`src/rtl/dir_pkg.sv`:
```
package dir_pkg;

  typedef enum logic [1:0] {
    DS_UNC = 2'd0,
    DS_SHR = 2'd1,
    DS_EXC = 2'd2
  } dirState_t;

  typedef enum logic [1:0] {
    CS_IDLE  = 2'd0,
    CS_INVAL = 2'd1,
    CS_FETCH = 2'd2,
    CS_TRAP  = 2'd3
  } ctlState_t;

  // Entry facts for the incoming request, computed by the datapath
  typedef struct packed {
    dirState_t state;
    logic      extended;
    logic      present;
    logic      full;
    logic      invNeeded;
  } dirLookup_t;

  // Strobes from control to datapath
  typedef struct packed {
    logic latch;    // capture request, operands come from the inputs
    logic addPtr;   // add requester to lowest free slot, line shared
    logic markExt;  // line overflowed into software
    logic ovf;      // value captured into trapOverflow
    logic setExcl;  // line exclusive to operand node
    logic loadInv;  // load invalidation mask and ack count
    logic popInv;   // retire the current invalidation
    logic mergeWb;  // owner plus requester become sharers
    logic grant;
    logic grantWr;
  } dirStrobe_t;

endpackage

```
`src/rtl/dir_datapath.sv`:
```
module dir_datapath
  import dir_pkg::*;
#(
  parameter int NUM_LINES = 8,
  parameter int NUM_NODES = 16,
  parameter int NUM_PTRS  = 4
) (
  input  logic                         clk,
  input  logic                         rstN,
  input  logic [$clog2(NUM_LINES)-1:0] reqLine,
  input  logic [$clog2(NUM_NODES)-1:0] reqNode,
  input  logic                         ackValid,
  input  dirStrobe_t                   strb,
  output dirLookup_t                   lk,
  output logic                         invEmpty,
  output logic                         pendZero,
  output logic                         invValid,
  output logic [$clog2(NUM_NODES)-1:0] invNode,
  output logic [$clog2(NUM_NODES)-1:0] fetchNode,
  output logic                         grantValid,
  output logic                         grantWrite,
  output logic [$clog2(NUM_NODES)-1:0] grantNode,
  output logic                         trapOverflow,
  output logic [$clog2(NUM_LINES)-1:0] trapLine,
  output logic [$clog2(NUM_NODES)-1:0] trapNode
);

  localparam int LINE_W = $clog2(NUM_LINES);
  localparam int NODE_W = $clog2(NUM_NODES);
  localparam int SLOT_W = (NUM_PTRS > 1) ? $clog2(NUM_PTRS) : 1;
  localparam int CNT_W  = $clog2(NUM_PTRS + 1);

  dirState_t           entState [NUM_LINES];
  logic [NUM_PTRS-1:0] entValid [NUM_LINES];
  logic [NODE_W-1:0]   entPtr   [NUM_LINES][NUM_PTRS];
  logic                entExt   [NUM_LINES];

  logic [LINE_W-1:0]   latLine;
  logic [NODE_W-1:0]   latNode;
  logic [NUM_PTRS-1:0] invMask;
  logic [CNT_W-1:0]    pending;

  logic [LINE_W-1:0]   opLine;
  logic [NODE_W-1:0]   opNode;
  logic [NUM_PTRS-1:0] hitMask;
  logic [NUM_PTRS-1:0] otherMask;
  logic [CNT_W-1:0]    otherCnt;
  logic [SLOT_W-1:0]   freeSlot;
  logic [SLOT_W-1:0]   invSlot;
  logic [NUM_PTRS-1:0] invOneHot;

  assign opLine = strb.latch ? reqLine : latLine;
  assign opNode = strb.latch ? reqNode : latNode;

  // Match of the incoming node against each pointer slot
  for (genvar s = 0; s < NUM_PTRS; s++) begin : g_match
    assign hitMask[s] = entValid[reqLine][s] && (entPtr[reqLine][s] == reqNode);
  end

  assign otherMask = entValid[reqLine] & ~hitMask;

  always_comb begin
    otherCnt = '0;
    for (int s = 0; s < NUM_PTRS; s++) otherCnt = otherCnt + CNT_W'(otherMask[s]);
  end

  // Lowest free slot of the operand line, lowest pending invalidation
  always_comb begin
    freeSlot = '0;
    for (int s = NUM_PTRS - 1; s >= 0; s--)
      if (!entValid[opLine][s]) freeSlot = SLOT_W'(s);
  end

  always_comb begin
    invSlot = '0;
    for (int s = NUM_PTRS - 1; s >= 0; s--)
      if (invMask[s]) invSlot = SLOT_W'(s);
    invOneHot = '0;
    if (|invMask) invOneHot[invSlot] = 1'b1;
  end

  always_comb begin
    lk.state     = entState[reqLine];
    lk.extended  = entExt[reqLine];
    lk.present   = |hitMask;
    lk.full      = &entValid[reqLine];
    lk.invNeeded = |otherMask;
  end

  always_ff @(posedge clk) begin
    if (!rstN) begin
      for (int l = 0; l < NUM_LINES; l++) begin
        entState[l] <= DS_UNC;
        entValid[l] <= '0;
        entExt[l]   <= 1'b0;
        for (int s = 0; s < NUM_PTRS; s++) entPtr[l][s] <= '0;
      end
      latLine      <= '0;
      latNode      <= '0;
      invMask      <= '0;
      pending      <= '0;
      grantValid   <= 1'b0;
      grantWrite   <= 1'b0;
      grantNode    <= '0;
      trapOverflow <= 1'b0;
    end else begin
      grantValid <= strb.grant;
      if (strb.grant) begin
        grantWrite <= strb.grantWr;
        grantNode  <= opNode;
      end
      if (strb.latch) begin
        latLine      <= reqLine;
        latNode      <= reqNode;
        trapOverflow <= strb.ovf;
      end
      if (strb.addPtr) begin
        entState[opLine]           <= DS_SHR;
        entValid[opLine][freeSlot] <= 1'b1;
        entPtr[opLine][freeSlot]   <= opNode;
      end
      if (strb.markExt) entExt[opLine] <= 1'b1;
      if (strb.setExcl) begin
        entState[opLine]  <= DS_EXC;
        entValid[opLine]  <= NUM_PTRS'(1);
        entPtr[opLine][0] <= opNode;
      end
      if (strb.mergeWb) begin
        entState[opLine]  <= DS_SHR;
        entValid[opLine]  <= NUM_PTRS'(3);
        entPtr[opLine][1] <= opNode;
      end
      if (strb.loadInv) begin
        invMask <= otherMask;
        pending <= otherCnt;
      end else begin
        if (strb.popInv) invMask <= invMask & ~invOneHot;
        if (ackValid && pending != '0) pending <= pending - 1'b1;
      end
    end
  end

  assign invEmpty  = ~|invMask;
  assign pendZero  = (pending == '0);
  assign invValid  = |invMask;
  assign invNode   = entPtr[latLine][invSlot];
  assign fetchNode = entPtr[latLine][0];
  assign trapLine  = latLine;
  assign trapNode  = latNode;

  // exclusivity never granted while invalidations remain to be sent
  a_r5_no_grant_during_inval: assert property (@(posedge clk) disable iff (!rstN)
    invValid |-> !grantValid);

  // control declares overflow only on a line whose pointers are all used
  a_r2_overflow_only_full: assert property (@(posedge clk) disable iff (!rstN)
    strb.markExt |-> lk.full);

endmodule

```
`src/rtl/dir_control.sv`:
```
module dir_control
  import dir_pkg::*;
(
  input  logic       clk,
  input  logic       rstN,
  input  logic       zeroPtrMode,
  input  logic       reqValid,
  input  logic       reqWrite,
  input  dirLookup_t lk,
  input  logic       invEmpty,
  input  logic       pendZero,
  input  logic       wbValid,
  input  logic       resumeValid,
  output dirStrobe_t strb,
  output logic       reqReady,
  output logic       fetchValid,
  output logic       trapValid
);

  ctlState_t state, nextState;

  always_comb begin
    strb      = '0;
    nextState = state;
    unique case (state)
      CS_IDLE: begin
        if (reqValid) begin
          strb.latch = 1'b1;
          if (zeroPtrMode || lk.extended) begin
            nextState = CS_TRAP;
          end else if (reqWrite) begin
            if (lk.invNeeded) begin
              strb.loadInv = 1'b1;
              nextState    = CS_INVAL;
            end else begin
              strb.setExcl = 1'b1;
              strb.grant   = 1'b1;
              strb.grantWr = 1'b1;
            end
          end else begin
            unique case (lk.state)
              DS_UNC: begin
                strb.addPtr = 1'b1;
                strb.grant  = 1'b1;
              end
              DS_SHR: begin
                if (lk.present) begin
                  strb.grant = 1'b1;
                end else if (!lk.full) begin
                  strb.addPtr = 1'b1;
                  strb.grant  = 1'b1;
                end else begin
                  strb.markExt = 1'b1;
                  strb.ovf     = 1'b1;
                  nextState    = CS_TRAP;
                end
              end
              default: begin
                if (lk.present) strb.grant = 1'b1;
                else            nextState  = CS_FETCH;
              end
            endcase
          end
        end
      end
      CS_INVAL: begin
        strb.popInv = 1'b1;
        if (invEmpty && pendZero) begin
          strb.setExcl = 1'b1;
          strb.grant   = 1'b1;
          strb.grantWr = 1'b1;
          nextState    = CS_IDLE;
        end
      end
      CS_FETCH: begin
        if (wbValid) begin
          strb.mergeWb = 1'b1;
          strb.grant   = 1'b1;
          nextState    = CS_IDLE;
        end
      end
      default: begin
        if (resumeValid) nextState = CS_IDLE;
      end
    endcase
  end

  always_ff @(posedge clk) begin
    if (!rstN) state <= CS_IDLE;
    else       state <= nextState;
  end

  assign reqReady   = (state == CS_IDLE);
  assign fetchValid = (state == CS_FETCH);
  assign trapValid  = (state == CS_TRAP);

  // a trap stays raised until the handler resumes
  a_r2_trap_held: assert property (@(posedge clk) disable iff (!rstN)
    trapValid && !resumeValid |=> trapValid);

  // the fetch stays raised until the owner writes back
  a_r7_fetch_held: assert property (@(posedge clk) disable iff (!rstN)
    fetchValid && !wbValid |=> fetchValid);

  // no new request taken while a trap or fetch is pending
  a_r9_busy_not_ready: assert property (@(posedge clk) disable iff (!rstN)
    (trapValid || fetchValid) |-> !reqReady);

endmodule

```
`src/rtl/ptr_directory.sv`:
```
module ptr_directory
  import dir_pkg::*;
#(
  parameter int NUM_LINES = 8,
  parameter int NUM_NODES = 16,
  parameter int NUM_PTRS  = 4,
  localparam int LINE_W   = $clog2(NUM_LINES),
  localparam int NODE_W   = $clog2(NUM_NODES)
) (
  input  logic              clk,
  input  logic              rstN,
  input  logic              zeroPtrMode,
  input  logic              reqValid,
  input  logic              reqWrite,
  input  logic [LINE_W-1:0] reqLine,
  input  logic [NODE_W-1:0] reqNode,
  output logic              reqReady,
  input  logic              ackValid,
  input  logic              wbValid,
  input  logic              resumeValid,
  output logic              invValid,
  output logic [NODE_W-1:0] invNode,
  output logic              fetchValid,
  output logic [NODE_W-1:0] fetchNode,
  output logic              grantValid,
  output logic              grantWrite,
  output logic [NODE_W-1:0] grantNode,
  output logic              trapValid,
  output logic              trapOverflow,
  output logic [LINE_W-1:0] trapLine,
  output logic [NODE_W-1:0] trapNode
);

  dirStrobe_t strb;
  dirLookup_t lk;
  logic       invEmpty;
  logic       pendZero;

  dir_control i_control (
    .clk         (clk),
    .rstN        (rstN),
    .zeroPtrMode (zeroPtrMode),
    .reqValid    (reqValid),
    .reqWrite    (reqWrite),
    .lk          (lk),
    .invEmpty    (invEmpty),
    .pendZero    (pendZero),
    .wbValid     (wbValid),
    .resumeValid (resumeValid),
    .strb        (strb),
    .reqReady    (reqReady),
    .fetchValid  (fetchValid),
    .trapValid   (trapValid)
  );

  dir_datapath #(
    .NUM_LINES (NUM_LINES),
    .NUM_NODES (NUM_NODES),
    .NUM_PTRS  (NUM_PTRS)
  ) i_datapath (
    .clk          (clk),
    .rstN         (rstN),
    .reqLine      (reqLine),
    .reqNode      (reqNode),
    .ackValid     (ackValid),
    .strb         (strb),
    .lk           (lk),
    .invEmpty     (invEmpty),
    .pendZero     (pendZero),
    .invValid     (invValid),
    .invNode      (invNode),
    .fetchNode    (fetchNode),
    .grantValid   (grantValid),
    .grantWrite   (grantWrite),
    .grantNode    (grantNode),
    .trapOverflow (trapOverflow),
    .trapLine     (trapLine),
    .trapNode     (trapNode)
  );

  // in zero-pointer mode an accepted request traps and is not granted
  a_r4_zero_ptr_traps: assert property (@(posedge clk) disable iff (!rstN)
    reqValid && reqReady && zeroPtrMode |=> trapValid && !grantValid);

endmodule

```
`config.mk`:
```
export PLATFORM = sky130hd
export DESIGN_NAME = ptr_directory
export DESIGN_NICKNAME = d
export VERILOG_FILES = /design/src/rtl/dir_pkg.sv /design/src/rtl/dir_datapath.sv /design/src/rtl/dir_control.sv /design/src/rtl/ptr_directory.sv
export SDC_FILE = /design/constraint.sdc
export NUM_CORES = 1
export LEC_CHECK = 0
export ABC_AREA = 0
export BUFFER_PORTS_ARGS = -buffer_cell sky130_fd_sc_hd__buf_4
export CELL_PAD_IN_SITES_DETAIL_PLACEMENT = 0
export CELL_PAD_IN_SITES_GLOBAL_PLACEMENT = 1
export CORE_MARGIN = 8
export CORE_UTILIZATION = 46
export DETAILED_ROUTE_END_ITERATION = 7
export PLACE_DENSITY_LB_ADDON = 0.1
export SYNTH_ARGS = -nofsm -noshare
export SYNTH_HDL_FRONTEND = slang
export SYNTH_HIERARCHICAL = 1
export SYNTH_SLANG_ARGS = --single-unit
```
`constraint.sdc`:
```
create_clock -name clk -period 5.2 [get_ports clk]
set_input_delay 1.04 -clock clk [delete_from_list [all_inputs] [get_ports clk]]
set_output_delay 1.04 -clock clk [all_outputs]
set_load 0.01 [all_outputs]
```
==> summary.txt <==
Power
  – Switching share of power: between 20% and 30%
  – Logic pwr share: 23.0%
  – Clock share of power: between 30% and 40%
  – Psw: approximately 1.4 mW
  – Sequential Power Share: about 42%
  – Peak VDD IR: ~0.0002 V
  – Cell-internal power: between 3 and 4 mW
  – Standby leakage power: between 4 and 5 nW
  – Pwr/cell area: around 370 mW/mm^2

STA
  – RSZ-0062 raised after global routing: no
  – Slew @ Worst Pin: between 0.9 and 1 ns
  – Fmax: roughly 200 MHz
  – Worst rel slew slack: between 30 and 40%
  – Final worst path period need: 4.893 ns
  – Part of the cycle the worst path needs: 94.10%
  – Final hold viol count: 0
  – # setup viols final: 0
  – Slew Viols, Final: 0
  – Worst clock skew: between 0.02 and 0.025 ns

Logic synthesis
  – Yosys top cell area share: 44.79%
  – Syn nets: between 1000 and 1500
  – Commonest register cell after synthesis: edfxtp_1
  – Synth Instances: ~1000
  – Synth Warn #: 6
  – Sequential-to-total area share from yosys stat: between 50% and 60%
  – FFs w/ async S/R, synth: 0%
  – Avg Cell Area, Syn: about 11 um^2
  – Synth top area cells: edfxtp_1 45%, mux4_2 9.4%, dfxtp_1 6.9%
  – Netlist cell types: between 50 and 60
  – Post-synth EDFFs: between 150 and 200
  – Area leader, netlist: edfxtp_1
  – Synth Cell Area: 0.01126 mm^2
  – Yosys reg bits: just over 200

Placement
  – PortBufs: 40
  – Gpl congestion: just over 0.9
  – Placement Cell Area: between 0.01 and 0.015 mm^2
  – Final HPWL DP: about 25000 um

Floorplan
  – Site Rows: 57
  – Die Span Y: ~170 um
  – # IOs: slightly above 40
  – Horiz. Die Dim: approximately 170 um
  – Core box area: 0.02418 mm^2
  – Initial Utilization: 46.59%
  – DIE AREA: about 0.030 mm^2

Clock tree
  – Clock transition at path regs: ~0.060 ns
  – CTS Buf Count: 24
  – H-tree levels: 1
  – Post-CTS sizing: 0
  – Longest Clk Path Bufs: 3
  – CTS tree: done
  – Number of hold buffers added after CTS: 0
  – Clock Latency Late Sink: roughly 0.53 ns
  – Clk root buf: clkbuf_16
  – Clk sinks: 207
  – Setup bufs post-CTS: 0

Setup path
  – CP Data Required Time: approximately 5.4 ns
  – FF-to-FF Start: i_datapath/entPtr[7][5]
  – R2R depth: 14
  – Crit start category: primary input
  – RR Endpoint: i_datapath/entPtr[0][0]
  – Worst reg2reg setup slack: approximately 0.9 ns
  – Crit-path max FO: 41
  – Arr. time, crit path: roughly 5 ns
  – WS Path Type: primary input to register
  – Worst setup EP type: register

Global route
  – Total GRT Usage: a little under a quarter
  – Number of global-route vias before repair: between 8000 and 9000
  – Grt total ovfl: 0
  – First-pass GRT wire length: between 50000 and 60000 um
  – Largest net degree at the start of global routing: 72
  – Initial antenna violation count: 0

Detailed routing
  – Vias per std cell: 6.044
  – Final wirelength: roughly 34000 um
  – Drt pass-1 iters: 6
  – Initial DRC count: approximately 860
  – DR DRC count: 0
  – DR vias: 8117
  – Drt wl/cell: between 20 and 30 um
  – Antenna viol nets, final: 0

Worst hold path
  – Worst Hold Class: register to register
  – Hold-critical path depth: 2
  – Hold endpoint: i_datapath/entExt[6]
  – HP Start: i_datapath/entExt[6]

Layout
  – Design Area, Final: 0.01268 mm^2
  – Syn-to-layout area delta: 12.58%
  – Util after Layout: a little over half
  – FILL cells: around 2200
  – Layout net count: 1027
  – Ant. Diodes: 0
  – Layout cells sized above 1: between 20% and 30%

Flow run
  – Max_cap viols: 0

Outcome
  – Outcome: completed
==> cell usage after synthesis (all sizes together) (3+ instances only) <==
cell type / number
mux4: 47
edfxtp: 168
inv: 14
buf: 26
a22o: 8
nor2b: 24
a211oi: 3
mux2: 48
o221ai: 5
a32o: 3
nand3: 6
dfxtp: 39
nand2b: 11
o22ai: 21
o211ai: 4
a221oi: 16
nand4: 5
nor3: 3
mux2i: 70
a21oi: 22
nor2: 186
nand2: 65
clkbuf: 63
xnor2: 17
ha: 9
o21ai: 65
and2: 16
==> power groups by stage <==
stage,logic [mW],clock network (mW),registers (mW)
floorplan,0.699,0,1.97
global route,1.15,1.72,1.97
finish,1.07,1.62,1.96
CTS,1.07,1.66,1.96
detailed placement,1.06,0,1.99
global placement,1.06,0,1.99
==> cell type report <==
cell class	instances	area (um^2)	area share (%)
Inverter	14	52.55	0.4144
Clock inverter	7	58.81	0.4638
Timing Repair Buffer	77	615.6	4.855
Multi-Input combinational cell	678	5020	39.59
Tap cell	324	405.4	3.197
Clock buffer	36	700.7	5.526
Sequential cell	207	5827	45.95
==> cells in the final DEF, fill, tap and decap left out, drive strengths merged, types with 3 or more instances in the layout <==
cell type / n
o22ai: 21
a221oi: 16
a22o: 8
a32o: 3
nand3: 6
o221ai: 5
and2: 16
nand2b: 11
o211ai: 4
a21oi: 22
mux2i: 70
nor2b: 24
buf: 77
clkbuf: 36
edfxtp: 168
nand4: 5
mux4: 47
dfxtp: 39
ha: 9
inv: 15
a211oi: 3
clkinv: 5
nand2: 65
xnor2: 17
mux2: 48
nor2: 186
o21ai: 65
nor3: 3
==> sequential cells by signal, summed over array words and instances, names as in the netlist <==
| signal | count |
|---|---|
| i_datapath/grantNode | 4 |
| i_datapath/entExt | 8 |
| i_datapath/entPtr | 128 |
| i_datapath/trapLine | 3 |
| i_datapath/grantWrite | 1 |
| i_control/state | 2 |
| i_datapath/trapNode | 4 |
| i_datapath/entValid | 32 |
| i_datapath/pending | 3 |
| i_datapath/trapOverflow | 1 |
| i_datapath/invMask | 4 |
| i_datapath/grantValid | 1 |
| i_datapath/entState | 16 |
==> kinds of logic after synthesis <==
logic type / Yosys count / share of synthesized area (%)
flip-flops: 207 / 51.72
multiplexers: 165 / 20.42
XOR/XNOR: 17 / 1.322
buffers and inverters: 103 / 3.710
AO/OA/AOI/OAI: 160 / 9.032
AND/OR/NAND/NOR: 326 / 12.62
adder cells (fa/ha/maj): 10 / 1.178
==> metal layers <==
| layer | GRT usage [%] | vias to the layer above | part of all wire (%) |
|---|---|---|---|
| li1 | - | 3660 | - |
| met1 | 32.69 | 4100 | 43 |
| met2 | 38.26 | 299 | 47 |
| met3 | 3.196 | 58 | 7.5 |
| met4 | 6.747 | 0 | 2.8 |
| met5 | 0 | - | 0 |
==> critical path: stages <==
cell and delay [ns]:
buf_4 0.23, buf_4 0.28, mux2_2 0.35, o22ai_1 0.27, a221oi_1 0.11, xnor2_1 0.17
nand4_1 0.15, o22ai_1 0.10, or2_1 0.29, o21ai_0 0.16, nor4b_1 0.35, buf_4 0.20
o2111ai_1 0.13, or4b_1 0.62, buf_12 0.21, o21ai_1 0.34
==> worst max path at each step <==
stage,from,to,slack (ns),depth (start not counted)
3_5_place_dp,reqLine[1],i_datapath/entPtr[0][1],-0.11,16
3_3_place_gp,reqLine[1],i_datapath/entPtr[0][1],-0.17,16
2_1_floorplan,reqLine[1],i_datapath/entPtr[0][0],0.03,15
6_report,reqLine[1],i_datapath/entPtr[0][0],0.31,16
4_1_cts,reqLine[1],i_datapath/entPtr[0][0],0.40,16
5_1_grt,reqLine[0],i_datapath/entPtr[0][0],0.15,16
==> through the flow <==
stage               total power [mW]  hold slack [ns]  setup slack [ns]  setup TNS [ns]  instances
global placement               3.049           0.4666           -0.1678          -6.650       1300
floorplan                      2.671           0.4531           0.03104               0        988
finish                         4.644           0.4879            0.3066               0       1343
detailed placement             3.050           0.4767           -0.1082          -2.580       1300
CTS                            4.676           0.4930            0.4007               0       1343
global route                   4.834           0.5193            0.1467               0       1343
(Power assumes the default switching activity.)
